File: src/rtl/trap_pkg.sv
package trap_pkg;
  localparam logic [1:0] LVL_U = 2'b00;
  localparam logic [1:0] LVL_S = 2'b01;
  localparam logic [1:0] LVL_M = 2'b11;

  localparam logic [11:0] A_SSTATUS = 12'h100;
  localparam logic [11:0] A_SCAUSE  = 12'h142;
  localparam logic [11:0] A_STVAL   = 12'h143;
  localparam logic [11:0] A_MSTATUS = 12'h300;
  localparam logic [11:0] A_MIDELEG = 12'h303;
  localparam logic [11:0] A_MIE     = 12'h304;
  localparam logic [11:0] A_MCAUSE  = 12'h342;
  localparam logic [11:0] A_MTVAL   = 12'h343;
  localparam logic [11:0] A_MIP     = 12'h344;

  localparam int unsigned CAUSE_ILLEGAL    = 2;
  localparam int unsigned CAUSE_ECALL_BASE = 8;
  localparam int unsigned RANK_NONE        = 99;

  typedef struct packed {
    logic       tsr;
    logic [1:0] mpp;
    logic       spp;
    logic       mpie;
    logic       spie;
    logic       mie;
    logic       sie;
  } stat_t;

  // Interrupt number = 4*kind + level; kind 0 software, 1 timer, 2 external.
  // Machine level ranks ahead of supervisor; external, software, timer within a level.
  function automatic int unsigned irq_rank(input int unsigned idx);
    int unsigned lvl;
    int unsigned kind;
    int unsigned base;
    lvl  = idx % 4;
    kind = idx / 4;
    if ((lvl != 1 && lvl != 3) || kind > 2) return RANK_NONE;
    base = (lvl == 3) ? 0 : 3;
    if (kind == 2) return base;
    if (kind == 0) return base + 1;
    return base + 2;
  endfunction
endpackage

File: src/rtl/trap_irq_gate.sv
module trap_irq_gate
  import trap_pkg::*;
#(
  parameter int NIRQ = 12
) (
  input  logic [NIRQ-1:0] pend,
  input  logic [NIRQ-1:0] en,
  input  logic [NIRQ-1:0] deleg,
  input  logic [1:0]      lvl,
  input  logic            glob_m,
  input  logic            glob_s,
  output logic [NIRQ-1:0] elig
);
  logic m_open;
  logic s_open;

  assign m_open = (lvl != LVL_M) || glob_m;
  assign s_open = (lvl == LVL_U) || ((lvl == LVL_S) && glob_s);

  for (genvar i = 0; i < NIRQ; i++) begin : g_bit
    assign elig[i] = pend[i] & en[i] & (deleg[i] ? s_open : m_open);
  end
endmodule

File: src/rtl/trap_irq_pick.sv
module trap_irq_pick
  import trap_pkg::*;
#(
  parameter int NIRQ = 12,
  parameter int CW   = 4
) (
  input  logic [NIRQ-1:0] elig,
  output logic            hit,
  output logic [CW-1:0]   code
);
  int unsigned best;

  always_comb begin
    hit  = 1'b0;
    code = '0;
    best = RANK_NONE;
    for (int i = 0; i < NIRQ; i++) begin
      if (elig[i] && (irq_rank(unsigned'(i)) < best)) begin
        best = irq_rank(unsigned'(i));
        hit  = 1'b1;
        code = CW'(i);
      end
    end
  end
endmodule

File: src/rtl/hart_trap_unit.sv
module hart_trap_unit
  import trap_pkg::*;
#(
  parameter int              XLEN        = 64,
  parameter int              NIRQ        = 12,
  parameter logic [NIRQ-1:0] MIE_WMASK   = 12'hAAA,
  parameter logic [NIRQ-1:0] DELEG_WMASK = 12'h222
) (
  input  logic            clk,
  input  logic            rst,
  input  logic            csr_we,
  input  logic [11:0]     csr_addr,
  input  logic [XLEN-1:0] csr_wdata,
  output logic [XLEN-1:0] csr_rdata,
  input  logic [NIRQ-1:0] irq_lines,
  input  logic            ecall_req,
  input  logic            mret_req,
  input  logic            sret_req,
  output logic [1:0]      priv_lvl,
  output logic            trap_taken,
  output logic            illegal_op
);
  localparam int CW = $clog2(NIRQ);

  stat_t            stat_q, stat_n;
  logic [NIRQ-1:0]  mie_q, mie_n, deleg_q, deleg_n;
  logic [XLEN-1:0]  mcause_q, mcause_n, mtval_q, mtval_n;
  logic [XLEN-1:0]  scause_q, scause_n, stval_q, stval_n;
  logic [1:0]       priv_q, priv_n;
  logic             trap_q, trap_n, ill_q, ill_n;
  logic [XLEN-1:0]  rdata_q, rd_n;

  logic [NIRQ-1:0]  elig;
  logic             irq_hit;
  logic [CW-1:0]    irq_code;

  trap_irq_gate #(.NIRQ(NIRQ)) u_gate (
    .pend(irq_lines), .en(mie_q), .deleg(deleg_q), .lvl(priv_q),
    .glob_m(stat_q.mie), .glob_s(stat_q.sie), .elig(elig)
  );

  trap_irq_pick #(.NIRQ(NIRQ), .CW(CW)) u_pick (
    .elig(elig), .hit(irq_hit), .code(irq_code)
  );

  function automatic logic [XLEN-1:0] pack_m(input stat_t s);
    logic [XLEN-1:0] v;
    v = '0;
    v[1] = s.sie;  v[3] = s.mie;  v[5] = s.spie; v[7] = s.mpie;
    v[8] = s.spp;  v[12:11] = s.mpp; v[22] = s.tsr;
    return v;
  endfunction

  function automatic logic [XLEN-1:0] pack_s(input stat_t s);
    logic [XLEN-1:0] v;
    v = '0;
    v[1] = s.sie; v[5] = s.spie; v[8] = s.spp;
    return v;
  endfunction

  logic             take, to_s, bad_ret;
  logic [XLEN-1:0]  cause;

  always_comb begin
    stat_n   = stat_q;   mie_n    = mie_q;    deleg_n = deleg_q;
    mcause_n = mcause_q; mtval_n  = mtval_q;
    scause_n = scause_q; stval_n  = stval_q;
    priv_n   = priv_q;   trap_n   = 1'b0;     ill_n   = 1'b0;
    take     = 1'b0;     to_s     = 1'b0;     cause   = '0;
    bad_ret  = (sret_req && ((priv_q == LVL_U) || ((priv_q == LVL_S) && stat_q.tsr)))
            || (mret_req && (priv_q != LVL_M));

    if (irq_hit) begin
      take  = 1'b1;
      to_s  = deleg_q[irq_code];
      cause = {1'b1, {(XLEN-1-CW){1'b0}}, irq_code};
    end else if (ecall_req) begin
      take  = 1'b1;
      cause = XLEN'(CAUSE_ECALL_BASE) + XLEN'(priv_q);
    end else if (bad_ret) begin
      take  = 1'b1;
      ill_n = 1'b1;
      cause = XLEN'(CAUSE_ILLEGAL);
    end

    if (take) begin
      trap_n = 1'b1;
      if (to_s) begin
        scause_n    = cause;
        stval_n     = '0;
        stat_n.spie = stat_q.sie;
        stat_n.sie  = 1'b0;
        stat_n.spp  = priv_q[0];
        priv_n      = LVL_S;
      end else begin
        mcause_n    = cause;
        mtval_n     = '0;
        stat_n.mpie = stat_q.mie;
        stat_n.mie  = 1'b0;
        stat_n.mpp  = priv_q;
        priv_n      = LVL_M;
      end
    end else if (mret_req) begin
      stat_n.mie  = stat_q.mpie;
      stat_n.mpie = 1'b1;
      stat_n.mpp  = LVL_U;
      priv_n      = stat_q.mpp;
    end else if (sret_req) begin
      stat_n.sie  = stat_q.spie;
      stat_n.spie = 1'b1;
      stat_n.spp  = 1'b0;
      priv_n      = {1'b0, stat_q.spp};
    end else if (csr_we) begin
      case (csr_addr)
        A_MSTATUS: begin
          stat_n.sie  = csr_wdata[1];
          stat_n.mie  = csr_wdata[3];
          stat_n.spie = csr_wdata[5];
          stat_n.mpie = csr_wdata[7];
          stat_n.spp  = csr_wdata[8];
          stat_n.mpp  = (csr_wdata[12:11] == 2'b10) ? LVL_U : csr_wdata[12:11];
          stat_n.tsr  = csr_wdata[22];
        end
        A_SSTATUS: begin
          stat_n.sie  = csr_wdata[1];
          stat_n.spie = csr_wdata[5];
          stat_n.spp  = csr_wdata[8];
        end
        A_MIE:     mie_n    = csr_wdata[NIRQ-1:0] & MIE_WMASK;
        A_MIDELEG: deleg_n  = csr_wdata[NIRQ-1:0] & DELEG_WMASK;
        A_MCAUSE:  mcause_n = csr_wdata;
        A_MTVAL:   mtval_n  = csr_wdata;
        A_SCAUSE:  scause_n = csr_wdata;
        A_STVAL:   stval_n  = csr_wdata;
        default: ;
      endcase
    end
  end

  always_comb begin
    case (csr_addr)
      A_MSTATUS: rd_n = pack_m(stat_q);
      A_SSTATUS: rd_n = pack_s(stat_q);
      A_MIE:     rd_n = {{(XLEN-NIRQ){1'b0}}, mie_q};
      A_MIDELEG: rd_n = {{(XLEN-NIRQ){1'b0}}, deleg_q};
      A_MIP:     rd_n = {{(XLEN-NIRQ){1'b0}}, irq_lines & MIE_WMASK};
      A_MCAUSE:  rd_n = mcause_q;
      A_MTVAL:   rd_n = mtval_q;
      A_SCAUSE:  rd_n = scause_q;
      A_STVAL:   rd_n = stval_q;
      default:   rd_n = '0;
    endcase
  end

  always_ff @(posedge clk) begin
    if (rst) begin
      stat_q   <= '0;    mie_q   <= '0;  deleg_q <= '0;
      mcause_q <= '0;    mtval_q <= '0;
      scause_q <= '0;    stval_q <= '0;
      priv_q   <= LVL_M; trap_q  <= 1'b0; ill_q  <= 1'b0;
      rdata_q  <= '0;
    end else begin
      stat_q   <= stat_n;   mie_q   <= mie_n;  deleg_q <= deleg_n;
      mcause_q <= mcause_n; mtval_q <= mtval_n;
      scause_q <= scause_n; stval_q <= stval_n;
      priv_q   <= priv_n;   trap_q  <= trap_n; ill_q   <= ill_n;
      rdata_q  <= rd_n;
    end
  end

  assign csr_rdata  = rdata_q;
  assign priv_lvl   = priv_q;
  assign trap_taken = trap_q;
  assign illegal_op = ill_q;
endmodule

File: config.mk
export PLATFORM = sky130hd
export DESIGN_NAME = hart_trap_unit
export DESIGN_NICKNAME = d
export VERILOG_FILES = /design/src/rtl/trap_pkg.sv /design/src/rtl/trap_irq_gate.sv /design/src/rtl/trap_irq_pick.sv /design/src/rtl/hart_trap_unit.sv
export SDC_FILE = /design/constraint.sdc
export NUM_CORES = 1
export LEC_CHECK = 0
export ABC_AREA = 1
export BUFFER_PORTS_ARGS = -buffer_cell sky130_fd_sc_hd__buf_2
export CAP_MARGIN = 20
export CELL_PAD_IN_SITES_DETAIL_PLACEMENT = 0
export CELL_PAD_IN_SITES_GLOBAL_PLACEMENT = 2
export CORE_ASPECT_RATIO = 1.2
export CORE_UTILIZATION = 35
export DETAILED_ROUTE_END_ITERATION = 10
export GPL_ROUTABILITY_DRIVEN = 0
export MAX_ROUTING_LAYER = met4
export PLACE_DENSITY = 0.95
export SETUP_SLACK_MARGIN = 0.02
export SYNTH_ARGS = -nofsm -noshare
export SYNTH_HDL_FRONTEND = slang
export SYNTH_HIERARCHICAL = 1
export SYNTH_SLANG_ARGS = --single-unit
File: constraint.sdc
create_clock -name clk -period 4 [get_ports clk]
set_clock_uncertainty 0.05 [all_clocks]
set_input_delay 0.2 -clock clk [delete_from_list [all_inputs] [get_ports clk]]
set_output_delay 0.2 -clock clk [all_outputs]
set_load 0.05 [all_outputs]
# [Word-level counts from Yosys, hierarchy flattened]
# Cells that the tools add are included.
[totals] register_bits=341 latchBits=0 ramBits=0 mem_bits_ro=0 inputBits=94 out_inout_bits=68 elab_cells=183 n_memories=0
[classes] addsub=1 n_mul=0 div=0 order_cmp=6 eq_ne=17 n_shift=0 mux=92 n_bitwise=15 n_reduce_logical=35
[ops] op="two-way mux 64 bit" count=25
[ops] op="case mux 64 bit (9 select lines)" count=1
[ops] op="two-way mux 32 bit" count=5
[ops] op="== test 12 x 10 -> 1 bit, second input constant" count=6
[ops] op="< comparator 1 x 32 -> 1 bit, first input constant" count=2
[ops] op="< comparator 2 x 32 -> 1 bit, first input constant" count=2
[ops] op="two-way mux 1 bit" count=40
[ops] op="== test 12 x 9 -> 1 bit, second input constant" count=3
[ops] op="AND reduction 5 bit" count=7
[ops] op="< comparator 3 x 32 -> 1 bit, first input constant" count=1
[ops] op="two-way mux 2 bit" count=12
[ops] op="two-way mux 4 bit" count=4
[ops] op="nonzero test 3 bit" count=5
[ops] op="two-way mux 7 bit" count=2
[ops] op="AND 1 bit" count=12
[ops] op="nonzero test 2 bit" count=5
[ops] op="logical AND 1 bit" count=9
[ops] op="AND reduction 4 bit" count=2
[ops] op="inequality test 2 x 1 -> 1 bit, second input constant" count=3
[ops] op="adder 4 x 2 -> 5 bit, first input constant" count=1
[ops] op="< comparator 4 x 5 -> 1 bit, second input constant" count=1
[ops] op="two-way mux 5 bit" count=1
[ops] op="binary-select mux 1 bit (select 4 bit)" count=1
[ops] op="logical OR 1 bit" count=4
[ops] op="other kinds (9)" count=12

# [Longest topological paths before layout]
# Gate-level depths: netlist of the first run.
[depth] depth_word=32 mapped_depth=23 ltp_nobuf=22

# [Cells and area by module]
# Netlist of the first run, hierarchy kept.
[by_module_without_submodules] module="hart_trap_unit" n_inst=1 cells_each=2495 area_each_um2=16100.4 seq_area_each_um2=6826.5
[by_module_without_submodules] module="trap_irq_gate" n_inst=1 cells_each=68 area_each_um2=284.0 seq_area_each_um2=0.0
[by_module_without_submodules] module="trap_irq_pick" n_inst=1 cells_each=15 area_each_um2=75.1 seq_area_each_um2=0.0

# [Worst setup path after synthesis of the first run]
# No wires, ideal clock.
[synth_timing] path_type="reg2reg" startpoint="reg priv_q[0], in the netlist priv_lvl[0]" endpoint="reg mtval_q[41]" setup_time_ns=0.110 arrival_ns=2.726 t_required_ns=3.840 slack_ns=1.114 path_stages_with_launch=16 n_path_buf=2 synth_period_minus_slack_ns=2.886 cell_sequence="dfxtp_1 -> nand3_2 -> nand2_1 -> a21oi_1 -> nor3_2 -> nand3_1 -> nor2_4 -> nand3_4 -> a21oi_1 -> nor2_1 -> buf_4 -> nand2_4 -> buf_4 -> nand2_1 -> inv_2 -> nor2_1"
[synth_between] word_cells_on_any_way=60 classes_between="order compare: 5; eq/ne: 5; mux: 27; bitwise: 6; reduce/logical: 17"
[synth_lines] item="start, declared" line="hart_trap_unit.sv:29" rtl="logic [1:0] priv_q, priv_n;"
[synth_lines] item="start signal, assigned" line="hart_trap_unit.sv:166" rtl="priv_q <= priv_n; trap_q <= trap_n; ill_q <= ill_n;"
[synth_lines] item="== test 2 x 1 -> 1 bit" line="trap_irq_gate.sv:18" rtl="assign s_open = (lvl == LVL_U) || ((lvl == LVL_S) && glob_s);"
[synth_lines] item="logical AND 1 bit" line="trap_irq_gate.sv:18"
[synth_lines] item="logical OR 1 bit" line="trap_irq_gate.sv:18"
[synth_lines] item="two-way mux 1 bit *" line="trap_irq_gate.sv:21" rtl="assign elig[i] = pend[i] & en[i] & (deleg[i] ? s_open : m_open);"
[synth_lines] item="AND 1 bit *" line="trap_irq_gate.sv:21"
[synth_lines] item="net elig[5]" line="hart_trap_unit.sv:33" rtl="logic [NIRQ-1:0] elig;"
[synth_lines] item="logical AND 1 bit *" line="trap_irq_pick.sv:18" rtl="if (elig[i] && (irq_rank(unsigned'(i)) < best)) begin"
[synth_lines] item="two-way mux 32 bit" line="trap_irq_pick.sv:18"
[synth_lines] item="[... 5 more ...]"
[synth_lines] item="two-way mux 32 bit" line="trap_irq_pick.sv:18"
[synth_lines] item="< comparator 1 x 32 -> 1 bit" line="trap_irq_pick.sv:18"
[synth_lines] item="logical AND 1 bit" line="trap_irq_pick.sv:18"
[synth_lines] item="two-way mux 1 bit *" line="trap_irq_pick.sv:18"
[synth_lines] item="net irq_hit" line="hart_trap_unit.sv:34" rtl="logic irq_hit;"
[synth_lines] item="two-way mux 1 bit" line="hart_trap_unit.sv:73" rtl="if (irq_hit) begin"
[synth_lines] item="inequality test 2 x 1 -> 1 bit (no source line) (tied with other cells)"
[synth_lines] item="AND reduction 5 bit (no source line)"
[synth_lines] item="end signal, assigned" line="hart_trap_unit.sv:164" rtl="mcause_q <= mcause_n; mtval_q <= mtval_n;"
[synth_lines] item="end, declared" line="hart_trap_unit.sv:27" rtl="logic [XLEN-1:0] mcause_q, mcause_n, mtval_q, mtval_n;"
# The timed path passes the listed nets; every way through them passes the cells marked *. The select of a mux whose other input is x is not followed.
# A chain may end at the register's enable or synchronous reset.

# [Worst setup path in the final report of the first run]
[layout_timing] startpoint="reg stat_q[1] (netlist name)" endpoint="reg scause_q[40]"
[layout_between] word_cells_on_any_way=48 classes_between="order compare: 5; eq/ne: 3; mux: 25; bitwise: 6; reduce/logical: 9"
[layout_lines] item="start, declared" line="hart_trap_unit.sv:25" rtl="stat_t stat_q, stat_n;"
[layout_lines] item="start signal, assigned" line="hart_trap_unit.sv:163" rtl="stat_q <= stat_n; mie_q <= mie_n; deleg_q <= deleg_n;"
[layout_lines] item="logical OR 1 bit *" line="trap_irq_gate.sv:17" rtl="assign m_open = (lvl != LVL_M) || glob_m;"
[layout_lines] item="AND 1 bit *" line="trap_irq_gate.sv:21"
[layout_lines] item="net elig[7]" line="hart_trap_unit.sv:33"
[layout_lines] item="logical AND 1 bit *" line="trap_irq_pick.sv:18"
[layout_lines] item="two-way mux 32 bit" line="trap_irq_pick.sv:18"
[layout_lines] item="< comparator 2 x 32 -> 1 bit" line="trap_irq_pick.sv:18"
[layout_lines] item="logical AND 1 bit" line="trap_irq_pick.sv:18"
[layout_lines] item="two-way mux 32 bit" line="trap_irq_pick.sv:18"
[layout_lines] item="< comparator 1 x 32 -> 1 bit" line="trap_irq_pick.sv:18"
[layout_lines] item="logical AND 1 bit" line="trap_irq_pick.sv:18"
[layout_lines] item="two-way mux 1 bit *" line="trap_irq_pick.sv:18"
[layout_lines] item="net irq_hit" line="hart_trap_unit.sv:34"
[layout_lines] item="two-way mux 1 bit" line="hart_trap_unit.sv:73"
[layout_lines] item="inequality test 2 x 1 -> 1 bit (no source line) or nonzero test 2 bit (tied branches)"
[layout_lines] item="AND reduction 5 bit (no source line)"
[layout_lines] item="end signal, assigned" line="hart_trap_unit.sv:165" rtl="scause_q <= scause_n; stval_q <= stval_n;"
[layout_lines] item="end, declared" line="hart_trap_unit.sv:28" rtl="logic [XLEN-1:0] scause_q, scause_n, stval_q, stval_n;"
# Marked as above.

==> results.cfg, run 1 <==
[status]
status = finished clean

[synthesis]
syn_inst = 2551
mappedNetlistArea_sq_um = 16400
synth_warnings = 6
avgSynthCellArea_sq_um = 6.41

[critical_path]
rr_endpoint = scause_q[40]$_SDFFE_PP0P_
path_cells = inv_1 > nand3_2 > nand2_1 > a21oi_1 > nor2_2 > nand3_1 > nor2_4 > nand3_4 > buf_4 > inv_2 > o21ai_4 > inv_2 > nor2_8 > buf_4 > nor2_1 > nor2_1
worstSetupPathType = flip-flop to flip-flop
crit_arrival_ns = 3.87
cpMaxStageDelayCell = nor2_8
end_kind = flip-flop
timing.rr.start = stat_q[1]$_SDFFE_PP0P_
timing.reg2reg.setup_slack_ns = 0.56
slowest_delay_ns = 0.67
required_ns = 4.43
setup.worst_path.start_class = flip-flop
worst_r2r_path_depth = 16
critPathMaxFanout = 44

[detailed_routing]
wire_per_inst_microns = 16.0
drt_iter0_drc = 1133
drt_wl_total_microns = 52800
num_vias = 15600
ant_nets = 0
vias_per_cell = 4.74
dr.pass1.iters = 5
drcViolationCount = 0

[timing]
fin_setup_tns_ns = 0
finalCritPeriodShare_pct = 86.0
rsz0062_at_grt = false
tightest_slew_ns = 1.05
report.final.slew_viol_count = 0
maxSlewHeadroom_pct = 30.2
fin_crit_ns = 3.44
setup_violations = 0
holdWs_ns = 0.0272
hold_violations = 0
fmax_mhz = 291

[die]
core-area_sq_um = 46100
io_pins = 162
initial_utilization_pct = 35.5
die_area_sq_um = 47600
die_y_microns = 239
num_rows = 86
dieWidth_microns = 199

[clock_network]
clk_latency_ns = 0.56
root_buffer = clkbuf_16
post_cts_buffers = 0
cts_buffer_depth = 3
clkSlewWorstSetupHoldPaths_ns = 0.06
cts_inserted_buffers = 39
cts_resized = 0
cts.sinks = 341
htree_levels = 2
cts_tree = done

[final_layout]
nets = 2748
drive_gt1_share_pct = 13.3
fillers = 4983
antenna_cells = 0
layoutNonFillerInstCount = 3295
areaGrowthSynthToFinish_pct = 15.0
layout_commonest_cell = nand2_1
final_cell_mix = nand2_1 (686), nor2_1 (575), dfxtp_1 (341), nand3_1 (280), inv_1 (238)

[hold_path]
hold_end = stval_q[60]$_SDFFE_PP0P_
hold_start = csr_wdata[60]
whs_path_depth = 5
hold_class = input pin to flip-flop

[power_and_ir_drop]
power.total_w = 0.00864
power.leakage_nw = 8.92
vdd_drop_max_uv = 271
powerDensity_nw_per_um2 = 459

[job]
drv_cap = 0

[placed_design]
dp.final_hpwl_microns = 29500
placed_cells = 3204
portBuffers = 155

[global_route]
grt_pass1_vias = 14500
grt_use_total_pct = 23.1
grt_max_degree = 141
gr-total-overflow = 0
antenna_found_initial = 0
grt_pass1_wl_microns = 82300
## layer usage
| metal | share of wire (%) | vias to the layer above | wire length, microns | global-route usage, % |
|---|---|---|---|---|
| li1 | - | 7914 | - | - |
| met1 | 44 | 7192 | 23500 | 29.9 |
| met2 | 48 | 444 | 25300 | 37.5 |
| met3 | 5.5 | 79 | 2900 | 3.06 |
| met4 | 2.2 | 0 | 1150 | 6.50 |
| met5 | 0 | - | 0 | - |
## power breakdown
part	switching, W	internal (W)
clock	0.00145	0.00212
combinational	0.000918	0.000417
sequential	0.0000912	0.00364
## critical path: cells and delay by family, from the launching register on
kind | cells | cell delay [ns]
AND/OR/NAND/NOR | 9 | 1.56
buffers and inverters | 5 | 0.96
flip-flops | 1 | 0.45
AO/OA/AOI/OAI | 2 | 0.29
## cell type report
class	count	area, sq um	share of cell area (%)
repair buffers	209	1320	7.01
clock buffers	61	1160	6.17
clock inverters	5	81.3	0.432
inverters	315	1190	6.33
multi-input cells	1748	7460	39.6
well taps	616	771	4.10
flip-flops and latches	341	6830	36.3
## registers in the layout, indices dropped and copies added, names as in the netlist
register	flops
scause_q	64
deleg_q	3
priv_lvl	2
mcause_q	64
mtval_q	64
mie_q	6
stval_q	64
stat_q	8
illegal_op	1
csr_rdata	64
trap_taken	1
## through the flow
stage / utilization, % / cell area (sq um) / setup slack (ns)
floorplan: - / 16400 / 1.15
global route: 40.8 / 18800 / 0.255
global placement: 37.6 / 17300 / 0.657
detailed placement: 37.6 / 17300 / 0.570
CTS: 40.8 / 18800 / 0.550
finish: 40.8 / 18800 / 0.560
## worst max path at each step
stage	depth (start not counted)	start	slack [ns]	to
5_1_grt	16	stat_q[1]$_SDFFE_PP0P_	0.26	scause_q[41]$_SDFFE_PP0P_
2_1_floorplan	17	priv_lvl[0]$_SDFFE_PP1P_	1.15	mtval_q[41]$_SDFFE_PP0P_
3_3_place_gp	21	priv_lvl[1]$_SDFFE_PP1P_	0.66	scause_q[29]$_SDFFE_PP0P_
4_1_cts	16	stat_q[1]$_SDFFE_PP0P_	0.55	scause_q[40]$_SDFFE_PP0P_
3_5_place_dp	16	stat_q[1]$_SDFFE_PP0P_	0.57	scause_q[40]$_SDFFE_PP0P_
6_report	16	stat_q[1]$_SDFFE_PP0P_	0.56	scause_q[40]$_SDFFE_PP0P_
## repair_timing
action | CTS | global route
hold buffers | 25 | 0
endpoints found under the hold margin | 35 | 0
setup endpoints to repair | 0 | 0
Power figures use the tool's default switching activity.
==> inputs of run 2 (changes only) <==
--- a/config.mk
+++ b/config.mk
@@ -10,7 +10,8 @@
 export CAP_MARGIN = 20
 export CELL_PAD_IN_SITES_DETAIL_PLACEMENT = 0
 export CELL_PAD_IN_SITES_GLOBAL_PLACEMENT = 2
-export CORE_ASPECT_RATIO = 1.2
+export CORE_ASPECT_RATIO = 1.75
+export CORE_MARGIN = 2
 export CORE_UTILIZATION = 35
 export DETAILED_ROUTE_END_ITERATION = 10
 export GPL_ROUTABILITY_DRIVEN = 0
==> run 2 against run 1 <==
Compared with the run above:
- the run now ends with DRC left
- flip-flop and latch count is the same
- wire length grew 0.80%
- sequential power is essentially flat
- combinational power is essentially flat
- die area up 2.0%
- critical endpoint is now scause_q[43]$_SDFFE_PP0P_
- largest power group unchanged
==> results.cfg, run 2 (synthesized netlist as in run 1, its figures left out) <==
[timing]
setup_violations = 0
finalCritPeriodShare_pct = 87.8
report.final.slew_viol_count = 0
tightest_slew_ns = 1.03
fin_crit_ns = 3.51
fmax_mhz = 285
maxSlewHeadroom_pct = 31.5
fin_setup_tns_ns = 0
hold_violations = 0
rsz0062_at_grt = false
setup_ws_ns = 0.488

[die]
core-area_sq_um = 46100
num_rows = 104
io_pins = 162
die_area_sq_um = 48500
die_y_microns = 290
dieWidth_microns = 167
initial_utilization_pct = 35.5

[power_and_ir_drop]
vdd_drop_max_uv = 350
power.leakage_nw = 8.81
powerDensity_nw_per_um2 = 452

[hold_path]
hold_start = csr_wdata[55]
hold_class = input pin to flip-flop

[detailed_routing]
num_vias = 15400
vias_per_cell = 4.78
drt_wl_total_microns = 53300
wire_per_inst_microns = 16.5
ant_nets = 0
drcViolationCount = 16
drt_iter0_drc = 1017
dr.pass1.iters = 8

[global_route]
gr-total-overflow = 0
grt_max_degree = 125
grt.busiest_layer = met2
grt_pass1_vias = 15000
antenna_found_initial = 0
grt_pass1_wl_microns = 83000
gr-usage-met2_pct = 39.0
met3_usage_pct = 2.14
use_met1_pct = 25.7
grt_use_total_pct = 22.2

[critical_path]
startpoint = priv_lvl[0]$_SDFFE_PP1P_
crit_arrival_ns = 3.93
cpMaxStageDelayCell = dfxtp_1
end_kind = flip-flop
timing.rr.start = priv_lvl[0]$_SDFFE_PP1P_
setup.worst_path.start_class = flip-flop
slowest_delay_ns = 0.51
required_ns = 4.42
critPathMaxFanout = 34
worstSetupPathType = flip-flop to flip-flop
path_cells = nand2_1 > nor2_2 > nand2_1 > nand2_1 > nor2_1 > nor2_2 > nand3_1 > nor2_4 > nand3_4 > nand2_2 > nand3_4 > nor2_8 > buf_4 > nor2_1 > nor2_1

[placed_design]
placed_cells = 3167
portBuffers = 155
post-place-ws_ns = 0.334
dp.final_hpwl_microns = 30400

[clock_network]
cts_buffer_depth = 3
cts.sinks = 341
clk_latency_ns = 0.53
cts_tree = done
cts_resized = 0
clkSlewWorstSetupHoldPaths_ns = 0.06
cts_inserted_buffers = 36
htree_levels = 2
root_buffer = clkbuf_16

[final_layout]
drive_gt1_share_pct = 13.3
final_cell_mix = nand2_1 (686), nor2_1 (575), dfxtp_1 (341), nand3_1 (280), inv_1 (238)
antenna_cells = 0
layout_commonest_cell = nand2_1
nets = 2726
areaGrowthSynthToFinish_pct = 13.3
layoutNonFillerInstCount = 3234
fillers = 5082

[job]
drv_cap = 0

[status]
violations = DRC
status = finished with violations
## run 2: changes by cell type in the layout (fill, tap and decap cells not counted), moves of 2 or more
cell | previous run | this run
buf_12 | 6 | 10
buf_4 | 23 | 15
clkbuf_1 | 14 | 5
clkbuf_16 | 41 | 37
clkbuf_8 | 6 | 8
clkinv_2 | 1 | 5
dlygate4sd3_1 | 25 | 9
## run 2: metrics by stage
| step | cell area [sq um] | utilization [%] | power [W] | hold WS [ns] |
|---|---|---|---|---|
| after floorplan | 16400 | - | 0.00480 | 0.313 |
| after global placement | 17300 | 37.5 | 0.00510 | 0.400 |
| after detailed placement | 17300 | 37.5 | 0.00513 | 0.421 |
| after CTS | 18500 | 40.2 | 0.00847 | 0.00316 |
| after global routing | 18500 | 40.2 | 0.00879 | 0.0385 |
| final | 18500 | 40.2 | 0.00838 | 0.0228 |
## run 2: per-layer routing
| layer | wire length [microns] | share of wire, % |
|---|---|---|
| met4 | 2280 | 4.3 |
| met1 | 21600 | 41 |
| met2 | 26700 | 50 |
| met3 | 2680 | 5.0 |
| met5 | 0 | 0 |
## run 2: cell type report
class	count	area (sq um)	share of cell area (%)
flip-flops and latches	341	6830	36.9
well taps	583	729	3.94
repair buffers	189	1180	6.36
clock inverters	7	70.1	0.378
multi-input cells	1749	7470	40.3
clock buffers	50	1050	5.70
inverters	315	1190	6.43
## run 2: worst paths after layout
check             cells after the start                         to  slack [ns]
setup / recovery                     15  scause_q[43]$_SDFFE_PP0P_        0.49
hold / removal                        5  mcause_q[55]$_SDFFE_PP0P_        0.02
setup reg to reg                     15  scause_q[43]$_SDFFE_PP0P_        0.49
hold reg to reg                       2   stval_q[46]$_SDFFE_PP0P_        0.43
## run 2: worst max-delay path: cells and delay by family (launching register included)
kind	cells	cell delay, ns
buf+inv	1	0.51
simple gates	14	2.39
flops	1	0.51
## run 2: what timing repair did
action / CTS / global route
setup buffers: 0 / 0
hold endpoints to repair: 12 / 0
hold buffers: 9 / 0
setup endpoints to repair: 0 / 7
## run 2: where the power goes
| group | switching [W] | total (W) | leakage (nW) | internal [W] |
|---|---|---|---|---|
| registers | 0.0000918 | 0.00374 | 2.79 | 0.00364 |
| clock network | 0.00141 | 0.00331 | 0.560 | 0.00190 |
| logic | 0.000916 | 0.00133 | 5.46 | 0.000412 |
| total | 0.00242 | 0.00838 | 8.81 | 0.00595 |
==> inputs of run 3 (changes only) <==
--- a/config.mk
+++ b/config.mk
@@ -12,11 +12,11 @@
 export CELL_PAD_IN_SITES_GLOBAL_PLACEMENT = 2
 export CORE_ASPECT_RATIO = 1.75
 export CORE_MARGIN = 2
-export CORE_UTILIZATION = 35
+export CORE_UTILIZATION = 32
 export DETAILED_ROUTE_END_ITERATION = 10
 export GPL_ROUTABILITY_DRIVEN = 0
 export MAX_ROUTING_LAYER = met4
-export PLACE_DENSITY = 0.95
+export PLACE_DENSITY = 0.88
 export SETUP_SLACK_MARGIN = 0.02
 export SYNTH_ARGS = -nofsm -noshare
 export SYNTH_HDL_FRONTEND = slang
==> constraint.sdc (replaced) <==
create_clock -name clk -period 3.85 [get_ports clk]
set_clock_uncertainty 0.05 [all_clocks]
set_input_delay 0.1925 -clock clk [delete_from_list [all_inputs] [get_ports clk]]
set_output_delay 0.1925 -clock clk [all_outputs]
set_load 0.05 [all_outputs]
==> run 3 against run 2 <==
Compared with the run above:
- the flow now finishes without violations
- worst hold slack worse by 0.011 ns
- non-clock buffer count is 7 higher
- largest cell class unchanged
- final area is 1.8% higher
- clock-buffer cell count is 3 higher
- clock power is 14% higher
- setup slack worse by 0.017 ns
==> results.cfg, run 3 (synthesized netlist as in run 1, its figures left out) <==
[detailed_routing]
met3WireLength_microns = 2460
wl_met2_microns = 28200
num_vias = 15400
dr.pass1.iters = 6
wire_per_inst_microns = 16.3
drcViolationCount = 0
top_layer_used = met4
ant_nets = 0
vias_per_cell = 4.64
wl_met1_microns = 22200
drt_iter0_drc = 983
drt_wl_total_microns = 54300

[power_and_ir_drop]
vdd_drop_max_uv = 316
p_seq_share_pct = 42.9
intPower_w = 0.00651
powerDensity_nw_per_um2 = 480
power.leakage_nw = 8.93
p_switching_w = 0.00254
combPwrFrac_pct = 15.4
swShare_pct = 28.0
p_clk_share_pct = 41.7

[final_layout]
drive_gt1_share_pct = 13.5
layout_commonest_cell = nand2_1
layoutNonFillerInstCount = 3329
antenna_cells = 0
final_cell_mix = nand2_1 (686), nor2_1 (575), dfxtp_1 (341), nand3_1 (280), inv_1 (238)
areaGrowthSynthToFinish_pct = 15.3
nets = 2732
seq_area_sq_um = 6830
multi_input_area_sq_um = 7450
fillers = 5545

[die]
io_pins = 162
num_rows = 109
core-area_sq_um = 50500
initial_utilization_pct = 32.4
die_y_microns = 303
dieWidth_microns = 175
die_area_sq_um = 53000

[placed_design]
dp.final_hpwl_microns = 31300
portBuffers = 155
placed_cells = 3254

[clock_network]
cts_inserted_buffers = 36
clk_latency_ns = 0.53
post_cts_buffers = 0
cts_buffer_depth = 3
root_buffer = clkbuf_16
cts_tree = done
clkSlewWorstSetupHoldPaths_ns = 0.07
htree_levels = 2
cts.sinks = 341

[critical_path]
end_kind = flip-flop
crit_arrival_ns = 3.79
timing.rr.start = priv_lvl[0]$_SDFFE_PP1P_
setup.worst_path.start_class = flip-flop
path_cells = nand2_2 > nand2_2 > a21oi_1 > nor3_2 > nand3_1 > nor2_4 > nand3_4 > inv_2 > buf_4 > nand2_1 > o21ai_0 > nor2_1 > nor2_1
worstSetupPathType = flip-flop to flip-flop
startpoint = priv_lvl[0]$_SDFFE_PP1P_
worst_r2r_path_depth = 13
critPathMaxFanout = 39
cpMaxStageDelayCell = dfxtp_1
required_ns = 4.26
slowest_delay_ns = 0.54

[timing]
maxSlewHeadroom_pct = 14.3
fmax_mhz = 296
tightest_slew_ns = 1.29
report.final.slew_viol_count = 0
fin_setup_tns_ns = 0
finalCritPeriodShare_pct = 87.7
hold_violations = 0
rsz0062_at_grt = false
fin_crit_ns = 3.38
setup_violations = 0

[global_route]
grt_pass1_vias = 14900
grt_pass1_wl_microns = 83800
gr-total-overflow = 0
grt_use_total_pct = 20.9
grt_max_degree = 233
antenna_found_initial = 0

[hold_path]
whs_path_depth = 5
hold_class = input pin to flip-flop
hold_start = csr_wdata[63]

[status]
status = finished clean

[job]
drv_cap = 0
run 3: changes by cell type in the layout (fill, tap and decap cells not counted), sizes merged:
cell         change
bufinv           +4
clkbuf           +3
dlygate4sd3      +3
inv              +1
nor2             -1
buf              +4
clkinv           -2
run 3: area by class of cell:
cell class	instances	area share, %
well taps	666	4.42
multi-input cells	1748	39.5
repair buffers	196	6.83
flip-flops and latches	341	36.2
clock inverters	10	0.969
clock buffers	53	5.76
inverters	315	6.31
run 3: critical path: cells and delay by family, from the launching register on:
family | cells | cell delay [ns]
flip-flops | 1 | 0.54
AND/OR/NAND/NOR | 9 | 1.57
buffers and inverters | 2 | 0.81
AO/OA/AOI/OAI | 2 | 0.33
run 3: final timing paths:
kind / to / slack (ns)
setup / recovery: stat_q[4]$_SDFFE_PP0P_ / 0.47
hold / removal: mtval_q[63]$_SDFFE_PP0P_ / 0.01
setup reg to reg: stat_q[4]$_SDFFE_PP0P_ / 0.47
hold reg to reg: scause_q[61]$_SDFFE_PP0P_ / 0.43
run 3: power groups by stage:
| stage | clock network, W | registers [W] | logic, W |
|---|---|---|---|
| finish | 0.00378 | 0.00388 | 0.00140 |
| global route | 0.00403 | 0.00391 | 0.00159 |
| CTS | 0.00388 | 0.00388 | 0.00140 |
| detailed placement | 0 | 0.00396 | 0.00139 |
| global placement | 0 | 0.00395 | 0.00136 |
| floorplan | 0 | 0.00395 | 0.00104 |
run 3: through the flow:
| stage | hold slack [ns] | power (W) | area, sq um | utilization, % | setup WS, ns |
|---|---|---|---|---|---|
| finish | 0.0123 | 0.00905 | 18900 | 37.4 | 0.472 |
| global route | 0.0526 | 0.00952 | 18900 | 37.4 | 0.186 |
| CTS | 0.000110 | 0.00916 | 18900 | 37.4 | 0.484 |
| global placement | 0.399 | 0.00531 | 17500 | 34.6 | 0.487 |
| detailed placement | 0.413 | 0.00535 | 17500 | 34.6 | 0.522 |
| floorplan | 0.305 | 0.00499 | 16400 | - | 1.00 |
run 3: per-layer routing:
metal | track usage [%] | up-vias
met2 | 38.3 | 427
met1 | 23.7 | 7052
met3 | 1.94 | 86
met4 | 6.98 | 0
li1 | - | 7883
met5 | - | -
run 3: timing repair:
action,4_1_cts,5_1_grt
resized for setup,0,0
hold buffers,12,0
hold endpoints to repair,14,0
